File: src/rtl/hs3_pkg.sv
package hs3_pkg;

  typedef enum logic {
    M_IDLE,
    M_WAIT
  } mst_state_e;

  typedef enum logic {
    S_READY,
    S_HOLD
  } slv_state_e;

  // Driver pattern for a slave in phase ph: it holds line ph low
  // (0) and leaves the other line released (1). Bit 0 is line 0.
  function automatic logic [1:0] drv_for_phase(input logic ph);
    return ph ? 2'b01 : 2'b10;
  endfunction

  // Clamp a requested data length to the burst limit.
  function automatic int unsigned clamp_len(input int unsigned req,
                                            input int unsigned lim);
    return (req > lim) ? lim : req;
  endfunction

  // Rising edge seen on the selected line between two samples.
  function automatic logic rise_on(input logic [1:0] now_v,
                                   input logic [1:0] old_v,
                                   input logic       sel);
    return now_v[sel] & ~old_v[sel];
  endfunction

endpackage

File: src/rtl/hs3_master.sv
module hs3_master
  import hs3_pkg::*;
#(
  parameter int DW      = 32,
  parameter int MAX_LEN = 8,
  parameter int LEN_W   = $clog2(MAX_LEN + 1)
) (
  input  logic             clk,
  input  logic             rst_n,
  input  logic             start,
  input  logic [DW-1:0]    cmd_addr,
  input  logic [LEN_W-1:0] cmd_len,
  input  logic [DW-1:0]    wr_data,
  output logic [LEN_W-1:0] wr_idx,
  input  logic [1:0]       ack_line,
  output logic             busy,
  output logic             done,
  output logic             strobe,
  output logic [DW-1:0]    bus,
  output logic             adv_o,
  output logic             phase_o
);

  mst_state_e       state;
  logic             ph;
  logic [1:0]       ack_prev;
  logic [LEN_W-1:0] wcnt;
  logic [LEN_W-1:0] len_q;
  logic             strobe_q;
  logic [DW-1:0]    bus_q;
  logic             done_q;

  logic accept;
  logic adv;
  logic last_word;
  logic [LEN_W-1:0] len_eff;

  assign accept    = (state == M_IDLE) && start;
  assign adv       = (state == M_WAIT) && rise_on(ack_line, ack_prev, ph);
  assign last_word = (wcnt == len_q);
  assign len_eff   = LEN_W'(clamp_len(int'(cmd_len), MAX_LEN));

  always_ff @(posedge clk) begin
    if (!rst_n) begin
      state    <= M_IDLE;
      ph       <= 1'b0;
      ack_prev <= 2'b10;
      wcnt     <= '0;
      len_q    <= '0;
      strobe_q <= 1'b0;
      bus_q    <= '0;
      done_q   <= 1'b0;
    end else begin
      ack_prev <= ack_line;
      done_q   <= 1'b0;
      if (accept) begin
        len_q    <= len_eff;
        wcnt     <= '0;
        bus_q    <= cmd_addr;
        strobe_q <= ~strobe_q;
        state    <= M_WAIT;
      end else if (adv) begin
        ph <= ~ph;
        if (last_word) begin
          state  <= M_IDLE;
          done_q <= 1'b1;
        end else begin
          bus_q    <= wr_data;
          strobe_q <= ~strobe_q;
          wcnt     <= wcnt + 1'b1;
        end
      end
    end
  end

  assign wr_idx  = wcnt;
  assign busy    = (state == M_WAIT);
  assign done    = done_q;
  assign strobe  = strobe_q;
  assign bus     = bus_q;
  assign adv_o   = adv;
  assign phase_o = ph;


  hold_bus_chk: assert property (@(posedge clk) disable iff (!rst_n)
    (state == M_WAIT && !adv) |=> ($stable(bus_q) && $stable(strobe_q)));


  done_pulse_chk: assert property (@(posedge clk) disable iff (!rst_n)
    done_q |=> !done_q);


  idx_range_chk: assert property (@(posedge clk) disable iff (!rst_n)
    (state == M_WAIT) |-> (wcnt <= len_q && len_q <= MAX_LEN));


  ignore_start_chk: assert property (@(posedge clk) disable iff (!rst_n)
    (state == M_WAIT && start && !adv) |=> ($stable(len_q) && $stable(bus_q)));

endmodule

File: src/rtl/hs3_slave.sv
module hs3_slave
  import hs3_pkg::*;
#(
  parameter int DW    = 32,
  parameter int DLY_W = 4
) (
  input  logic             clk,
  input  logic             rst_n,
  input  logic             strobe,
  input  logic [DW-1:0]    bus,
  input  logic [DLY_W-1:0] delay,
  output logic [1:0]       drv,
  output logic             pend,
  output logic             rx_valid,
  output logic [DW-1:0]    rx_word
);

  slv_state_e       st;
  logic             ph;
  logic             seen;
  logic [DLY_W-1:0] cnt;
  logic [DW-1:0]    word_q;
  logic             rxv_q;

  logic detect;
  logic flip;

  assign detect = (st == S_READY) && (strobe != seen);
  assign flip   = (st == S_HOLD) && (cnt == '0);

  always_ff @(posedge clk) begin
    if (!rst_n) begin
      st     <= S_READY;
      ph     <= 1'b0;
      seen   <= 1'b0;
      cnt    <= '0;
      word_q <= '0;
      rxv_q  <= 1'b0;
    end else begin
      rxv_q <= 1'b0;
      if (detect) begin
        seen   <= strobe;
        word_q <= bus;
        cnt    <= delay;
        st     <= S_HOLD;
      end else if (flip) begin
        ph    <= ~ph;
        rxv_q <= 1'b1;
        st    <= S_READY;
      end else if (st == S_HOLD) begin
        cnt <= cnt - 1'b1;
      end
    end
  end

  assign drv      = drv_for_phase(ph);
  assign pend     = (st == S_HOLD);
  assign rx_valid = rxv_q;
  assign rx_word  = word_q;


  swap_lines_chk: assert property (@(posedge clk) disable iff (!rst_n)
    flip |=> (drv == ~$past(drv) && rx_valid));


  quiet_hold_chk: assert property (@(posedge clk) disable iff (!rst_n)
    (pend && !flip) |=> ($stable(drv) && !rx_valid));

endmodule

File: src/rtl/hs3_ack_resolve.sv
module hs3_ack_resolve #(
  parameter int NUM_SLV = 2
) (
  input  logic [NUM_SLV*2-1:0] drv,
  output logic [1:0]           line
);

  for (genvar j = 0; j < 2; j++) begin : g_line
    logic [NUM_SLV-1:0] col;
    for (genvar s = 0; s < NUM_SLV; s++) begin : g_col
      assign col[s] = drv[2*s + j];
    end
    assign line[j] = &col;
  end

endmodule

File: src/rtl/hs3_xfer_sys.sv
module hs3_xfer_sys
  import hs3_pkg::*;
#(
  parameter int DW      = 32,
  parameter int MAX_LEN = 8,
  parameter int NUM_SLV = 2,
  parameter int DLY_W   = 4,
  parameter int LEN_W   = $clog2(MAX_LEN + 1)
) (
  input  logic                     clk,
  input  logic                     rst_n,
  input  logic                     start,
  input  logic [DW-1:0]            cmd_addr,
  input  logic [LEN_W-1:0]         cmd_len,
  input  logic [DW-1:0]            wr_data,
  output logic [LEN_W-1:0]         wr_idx,
  output logic                     busy,
  output logic                     done,
  output logic                     strobe,
  output logic [DW-1:0]            bus,
  output logic [1:0]               ack_line,
  output logic [NUM_SLV*2-1:0]     slv_drv,
  input  logic [NUM_SLV*DLY_W-1:0] slv_delay,
  output logic [NUM_SLV-1:0]       rx_valid,
  output logic [NUM_SLV*DW-1:0]    rx_word
);

  logic               m_adv;
  logic               m_phase;
  logic [NUM_SLV-1:0] slv_pend;

  hs3_master #(.DW(DW), .MAX_LEN(MAX_LEN), .LEN_W(LEN_W)) u_master (
    .clk      (clk),
    .rst_n    (rst_n),
    .start    (start),
    .cmd_addr (cmd_addr),
    .cmd_len  (cmd_len),
    .wr_data  (wr_data),
    .wr_idx   (wr_idx),
    .ack_line (ack_line),
    .busy     (busy),
    .done     (done),
    .strobe   (strobe),
    .bus      (bus),
    .adv_o    (m_adv),
    .phase_o  (m_phase)
  );

  for (genvar s = 0; s < NUM_SLV; s++) begin : g_slv
    hs3_slave #(.DW(DW), .DLY_W(DLY_W)) u_slave (
      .clk      (clk),
      .rst_n    (rst_n),
      .strobe   (strobe),
      .bus      (bus),
      .delay    (slv_delay[s*DLY_W +: DLY_W]),
      .drv      (slv_drv[2*s +: 2]),
      .pend     (slv_pend[s]),
      .rx_valid (rx_valid[s]),
      .rx_word  (rx_word[s*DW +: DW])
    );
  end

  hs3_ack_resolve #(.NUM_SLV(NUM_SLV)) u_resolve (
    .drv  (slv_drv),
    .line (ack_line)
  );


  adv_all_ready_chk: assert property (@(posedge clk) disable iff (!rst_n)
    m_adv |-> (slv_pend == '0));


  pend_holds_line_chk: assert property (@(posedge clk) disable iff (!rst_n)
    (slv_pend != '0) |-> !ack_line[m_phase]);


  phase_flip_chk: assert property (@(posedge clk) disable iff (!rst_n)
    m_adv |=> (m_phase != $past(m_phase)));

endmodule

File: config.mk
export PLATFORM = sky130hd
export DESIGN_NAME = hs3_xfer_sys
export DESIGN_NICKNAME = d
export VERILOG_FILES = /design/src/rtl/hs3_pkg.sv /design/src/rtl/hs3_master.sv /design/src/rtl/hs3_slave.sv /design/src/rtl/hs3_ack_resolve.sv /design/src/rtl/hs3_xfer_sys.sv
export SDC_FILE = /design/constraint.sdc
export NUM_CORES = 1
export LEC_CHECK = 0
export ABC_CLOCK_PERIOD_IN_PS = 1600
export BUFFER_PORTS_ARGS = -buffer_cell sky130_fd_sc_hd__buf_4
export CAP_MARGIN = 20
export CORE_ASPECT_RATIO = 1.2
export CORE_MARGIN = 5
export CORE_UTILIZATION = 30
export DETAILED_ROUTE_END_ITERATION = 8
export PLACE_DENSITY = 0.65
export SLEW_MARGIN = 30
export SYNTH_ARGS = -nofsm -noshare
export SYNTH_HDL_FRONTEND = slang
export SYNTH_HIERARCHICAL = 1
export SYNTH_SLANG_ARGS = --single-unit
export TNS_END_PERCENT = 100
File: constraint.sdc
create_clock -name clk -period 1.6 [get_ports clk]
set_clock_uncertainty 0.15 [all_clocks]
set_input_delay 0 -clock clk [delete_from_list [all_inputs] [get_ports clk]]
set_output_delay 0 -clock clk [all_outputs]
set_load 0.03 [all_outputs]
; ---- After elaboration in Yosys (flattened, before gate mapping)
; Index checks and enable logic that the tools add are counted.
[classes]
addsub = 3
magnitude_cmp = 2
eq_ne = 6
muxes = 29
bitwise = 15
n_reduce_logical = 28
[ops]
columns = operator, n
row1 = $mux W32, 3
row2 = $mux W4, 7
row3 = $reduce_and A2 Y1, 10
row4 = $mux W1, 17
row5 = $not A1 Y1, 14
row6 = $reduce_bool A2 Y1, 6
row7 = $logic_not A4 Y1, 2
row8 = $sub A4 B1 Y4 const B, 2
row9 = $logic_and A1 B1 Y1, 6
row10 = $ne A2 B1 Y1 const B, 3
row11 = $reduce_or A2 Y1, 3
row12 = $add A4 B1 Y4 const B, 1
row13 = $eq A4 B4 Y1, 1
row14 = $gt A4 B4 Y1 const B, 1
row15 = $mux W2, 2
row16 = $reduce_or A3 Y1, 1
row17 = $lt A1 B2 Y1 const B, 1
row18 = $ne A1 B1 Y1, 2
row19 = $and A1 B1 Y1, 1
[word_totals]
register_bits = 126
input_bits = 79
out_inout_bits = 111
elab_cells = 103

; ---- Longest topological paths before layout
[logic_depth]
depth_word = 8
mapped_depth = 9
ltp_nobuf = 7

; ---- By module
; Netlist, hierarchy kept.
[by_module_without_submodules]
columns = module, n_inst, cells_per_inst, area_each_um2, seq_area_each_um2
row1 = hs3_slave, 2, 186, 1614.0, 800.8
row2 = hs3_master, 1, 219, 2160.8, 920.9
row3 = hs3_ack_resolve, 1, 2, 12.5, 0.0

; ---- Least setup slack after synthesis
; OpenSTA, ideal clock, no wires.
[synth_timing]
kind = register to register
from = reg g_slv[1].u_slave.ph
to = reg u_master.wcnt[3] (netlist: u_master/wr_idx[3])
setup_ns = 0.070
arrival_ns = 1.978
required_ns = 1.380
slack_ns = -0.598
stages_incl_launch_ff = 8
path_buffers = 1
period_less_slack_ns = 2.198
path_cell_list = dfxtp_1 > inv_1 > and2_1 > nand4b_1 > and2_1 > buf_6 > or4_1 > a21oi_1
[synth_via]
elab_chain_len = 7
elab_cells_between_ends = 8
cone_classes = mux: 3 / bitwise: 1 / reduce/logical: 4
[synth_rtl]
columns = element, line
row1 = "start, declared", hs3_slave.sv:19  ; logic ph;
row2 = "start signal, assigned", hs3_slave.sv:47  ; ph <= ~ph;
row3 = $mux W2, hs3_pkg.sv:16  ; return ph ? 2'b01 : 2'b10;
row4 = net slv_drv[3], hs3_xfer_sys.sv:22  ; output logic [NUM_SLV*2-1:0] slv_drv,
row5 = $reduce_and A2 Y1, hs3_ack_resolve.sv:13  ; assign line[j] = &col;
row6 = net ack_line[1], hs3_xfer_sys.sv:21  ; output logic [1:0] ack_line,
row7 = $mux W1 (implied by the code) (2 in a row), hs3_pkg.sv:29  ; return now_v[sel] & ~old_v[sel];
row8 = $and A1 B1 Y1, hs3_pkg.sv:29
row9 = $logic_and A1 B1 Y1, hs3_master.sv:39  ; assign adv = (state == M_WAIT) && rise_on(ack_line, ack_prev, ph);
row10 = $reduce_and A2 Y1 (no line), n/a
row11 = "end signal, assigned", hs3_master.sv:70  ; wcnt <= wcnt + 1'b1;
row12 = "end, declared", hs3_master.sv:27  ; logic [LEN_W-1:0] wcnt;
; The timed path passes the listed nets, and every way through them passes these cells. The select of a mux whose other input is x is not followed.
; A chain may end at the register's enable or synchronous reset.

; ---- Worst setup path in the final report
[layout_timing]
from = reg u_master.wcnt[0] (netlist: u_master/wr_idx[0])
to = reg u_master.wcnt[3] (netlist: u_master/wr_idx[3])
[layout_via]
elab_chain_len = 3
elab_cells_between_ends = 4
cone_classes = add/sub: 1 / eq/ne: 1 / bitwise: 1 / reduce/logical: 1
[layout_rtl]
columns = element
row1 = branches (longest 3 deep; another with $add A4 B1 Y4)
; Parallel ways; which one is timed is not known.

==> impl_metrics.csv <==
group,metric,value,unit
run_status,outcome,"finished, violations left",
run_status,violations,"setup timing",
power,cellPowerDensity,1250,nW/um2
sta,fin_crit_sh,1.16,
synth,synth-seq-cells,126,
placed_design,dp_hpwl,12400,um
clock_network,clkLatencyLatePin,0.41,ns
worst_setup_path,critPathMaxStageDelay,0.52,ns
synth,ys_seq_area_frac,0.467,
routing,vias,5438,
global_routing,grt_max_degree,30,
sta,max_freq,0.540,GHz
sta,slew_viol_final,0,
synth,synth_flop_cell,"dfxtp_1",
global_routing,gr-total-overflow,0,
clock_network,cts_sinks,126,
global_routing,use_met2,0.296,
floorplanning,core-area,17600,um2
power,peakVddDrop,851,uV
synth,yosysWarnings,6,
worst_setup_path,cp.required,1.78,ns
global_routing,grt_usage,0.172,
synth,synthArstFlopShare,0,
cells_and_area,drive_above_1_share,0.403,
global_routing,grt_pass1_wl,28600,um
routing,drc_errors,0,
sta,setup_viol,35,
cells_and_area,antenna_cells,0,
synth,synth_edf_count,0,
routing,drt_wl_total,18700,um
synth,synth_area,5400,um2
routing,drtAntennaViolNets,0,
clock_network,numCtsBuffers,17,
worst_setup_path,worstPathCellList,"xor2_2 -> nor4_4 -> buf_4 -> buf_6 -> or4_4 -> a21oi_2",
cells_and_area,final_area,9280,um2
placed_design,pre_cts_ws,-0.249,ns
synth,synth_top_area_frac,0.467,
clock_network,clk_pin_slew,0.06,ns
floorplanning,die_area,20800,um2
floorplanning,ios,190,
routing,firstDrtPassIters,4,
floorplanning,start_util,0.306,
hold_path,hold_path_class,"input port to register",
placed_design,gp_congestion,0.749,
worst_setup_path,arrival,2.03,ns
worst_setup_path,path_max_fanout,5,
worst_setup_path,end_kind,"register",
global_routing,grt_pass1_vias,5401,
global_routing,grt_use_met1,0.195,
routing,wl_per_cell,16.5,um
global_routing,grt_use_met3,0.0483,
synth,syn_avg_cell_area,9.11,um2
cells_and_area,syn2layout_area_growth,71.8,%
sta,relSlewSlack,0.717,
clock_network,cts_tree,"done",
global_routing,top_usage_layer,"met2",
placed_design,placed_cell_area,7350,um2
synth,yosys.area.top_type,"dfxtp_1",
sta,setup_ws,-0.253,ns
cells_and_area,fillers,1551,
floorplanning,die_width,132,um
clock_network,clockRootBuffer,"clkbuf_16",
synth,ys_types,47,
clock_network,htree_levels,4,
power,leakage,3.96,nW
sta,hold_violations,0,
routing,drt-vias-per-instance,4.78,
sta,tightest_slew,0.413,ns
synth,synth_common_cells,"nand2_1, dfxtp_1, a21boi_1",
floorplanning,rows,53,
sta,grt_setup_unrepaired,"true",
placed_design,portBuffers,189,
synth,yosysMostFrequentCell,"nand2_1",
job,maxCapViolations,0,
sta,finalSetupTns,-6.46,ns
synth,synthTopCellsByArea,"dfxtp_1, nand2_1, a21boi_1, mux2i_1, a221oi_1",
synth,syn_nets,677,
global_routing,grt_antenna_before_repair,0,
worst_setup_path,start_kind,"register",
sta,period_minus_slack,1.85,ns
worst_setup_path,critical_path_class,"register to register",
floorplanning,die_h,157,um
synth,synthCells,593,
routing,drt_iter0_markers,260,
clock_network,ctsLongestPathBuffers,2,
worst_setup_path,cpMaxStageDelayCell,"or4_4",
cells_and_area,final_nets,988,
where the power goes:
group          total [W]  switching [W]  leakage [nW]  internal (W)
logic            0.00377        0.00201          2.63       0.00176
registers        0.00380       0.000294          1.04       0.00351
clock network    0.00398        0.00140         0.293       0.00258
per-layer routing:
layer / vias up / part of all wire
met5: - / 0
met4: 0 / 0.038
met3: 43 / 0.054
met2: 170 / 0.50
met1: 2578 / 0.41
li1: 2647 / -
timing repair:
| action | CTS | global route |
|---|---|---|
| gates cloned | 2 | 3 |
| buffers inserted | 10 | 7 |
| setup endpoints to repair | 39 | 46 |
| gates resized for setup | 33 | 40 |
| hold buffers | 79 | 0 |
| hold endpoints to repair | 67 | 0 |
| pin swaps | 9 | 16 |
final timing paths:
path / start / to / slack, ns / cells past startpoint
max: u_master/wr_idx[0] / u_master/wr_idx[3] / -0.25 / 6
min: slv_delay[6] / g_slv[1].u_slave/cnt[2] / 0.21 / 3
max reg2reg: u_master/wr_idx[0] / u_master/wr_idx[3] / -0.25 / 6
min reg2reg: g_slv[0].u_slave/rx_word[1] / g_slv[0].u_slave/rx_word[1] / 0.30 / 2
per-stage QoR:
step	hold WS (ns)	total power [W]	cells	utilization
6_report	0.214	0.0116	1137	0.526
2_1_floorplan	-0.0140	0.00587	593	-
5_1_grt	0.215	0.0122	1137	0.526
3_3_place_gp	0.0931	0.00713	1006	0.417
3_5_place_dp	0.0976	0.00716	1006	0.417
4_1_cts	0.192	0.0115	1128	0.510
critical path: cells and delay by family, from the launching register on:
| family | cells | cell delay (ns) |
|---|---|---|
| XOR/XNOR | 1 | 0.20 |
| buffers and inverters | 2 | 0.30 |
| AO/OA/AOI/OAI | 1 | 0.18 |
| flip-flops | 1 | 0.35 |
| AND/OR/NAND/NOR | 2 | 0.59 |
layout by cell type, fill, tap and decap left out, drive strengths merged, types with 2 or more instances in the layout:
cell type | synthesis | layout
buf | 31 | 258
nand2 | 143 | 143
dfxtp | 126 | 126
dlygate4sd3 | 0 | 79
a21boi | 64 | 64
nor2 | 37 | 37
mux2i | 35 | 35
a221oi | 32 | 32
clkbuf | 16 | 26
a21oi | 13 | 13
o21ai | 11 | 11
and2 | 10 | 10
inv | 10 | 10
nand2b | 9 | 9
nand3 | 6 | 6
xnor2 | 6 | 6
clkinvlp | 0 | 5
ha | 5 | 5
nor3 | 4 | 4
xor2 | 4 | 4
nand3b | 3 | 3
bufinv | 0 | 2
or2 | 2 | 2
o211ai | 2 | 2
o211a | 2 | 2
and4bb | 2 | 2
a31oi | 2 | 2
nor2b | 2 | 2
a32o | 2 | 2
and3 | 2 | 2
or4 | 2 | 2
state kept, by name, indices dropped and copies added, names as in the netlist:
name                    cells
u_master/done               1
g_slv.u_slave/ph            2
g_slv.u_slave/rx_valid      2
u_master/ack_prev           2
u_master/phase_o            1
g_slv.u_slave/cnt           8
u_master/busy               1
g_slv.u_slave/seen          2
u_master/strobe             1
u_master/len_q              4
g_slv.u_slave/pend          2
u_master/bus               32
g_slv.u_slave/rx_word      64
u_master/wr_idx             4
layout make-up:
cell class | count | area [um2] | share of cell area
repair buffers | 339 | 2960 | 0.319
multi-input cells | 410 | 2830 | 0.305
flip-flops and latches | 126 | 2550 | 0.275
clock buffers | 24 | 522 | 0.0562
well taps | 220 | 275 | 0.0297
clock inverters | 8 | 103 | 0.0111
inverters | 10 | 42.5 | 0.00459
kinds of logic (layout without fill, tap and decap cells):
group,after synthesis,count (layout),synth area share
XOR/XNOR,10,10,0.0176
multiplexers,36,36,0.0669
AND/OR/NAND/NOR,228,228,0.189
buffers and inverters,57,381,0.0656
adder cells (fa/ha/maj),5,5,0.0116
flip-flops,126,126,0.467
AO/OA/AOI/OAI,131,131,0.182
No activity file was read; power rests on OpenSTA's default activity.
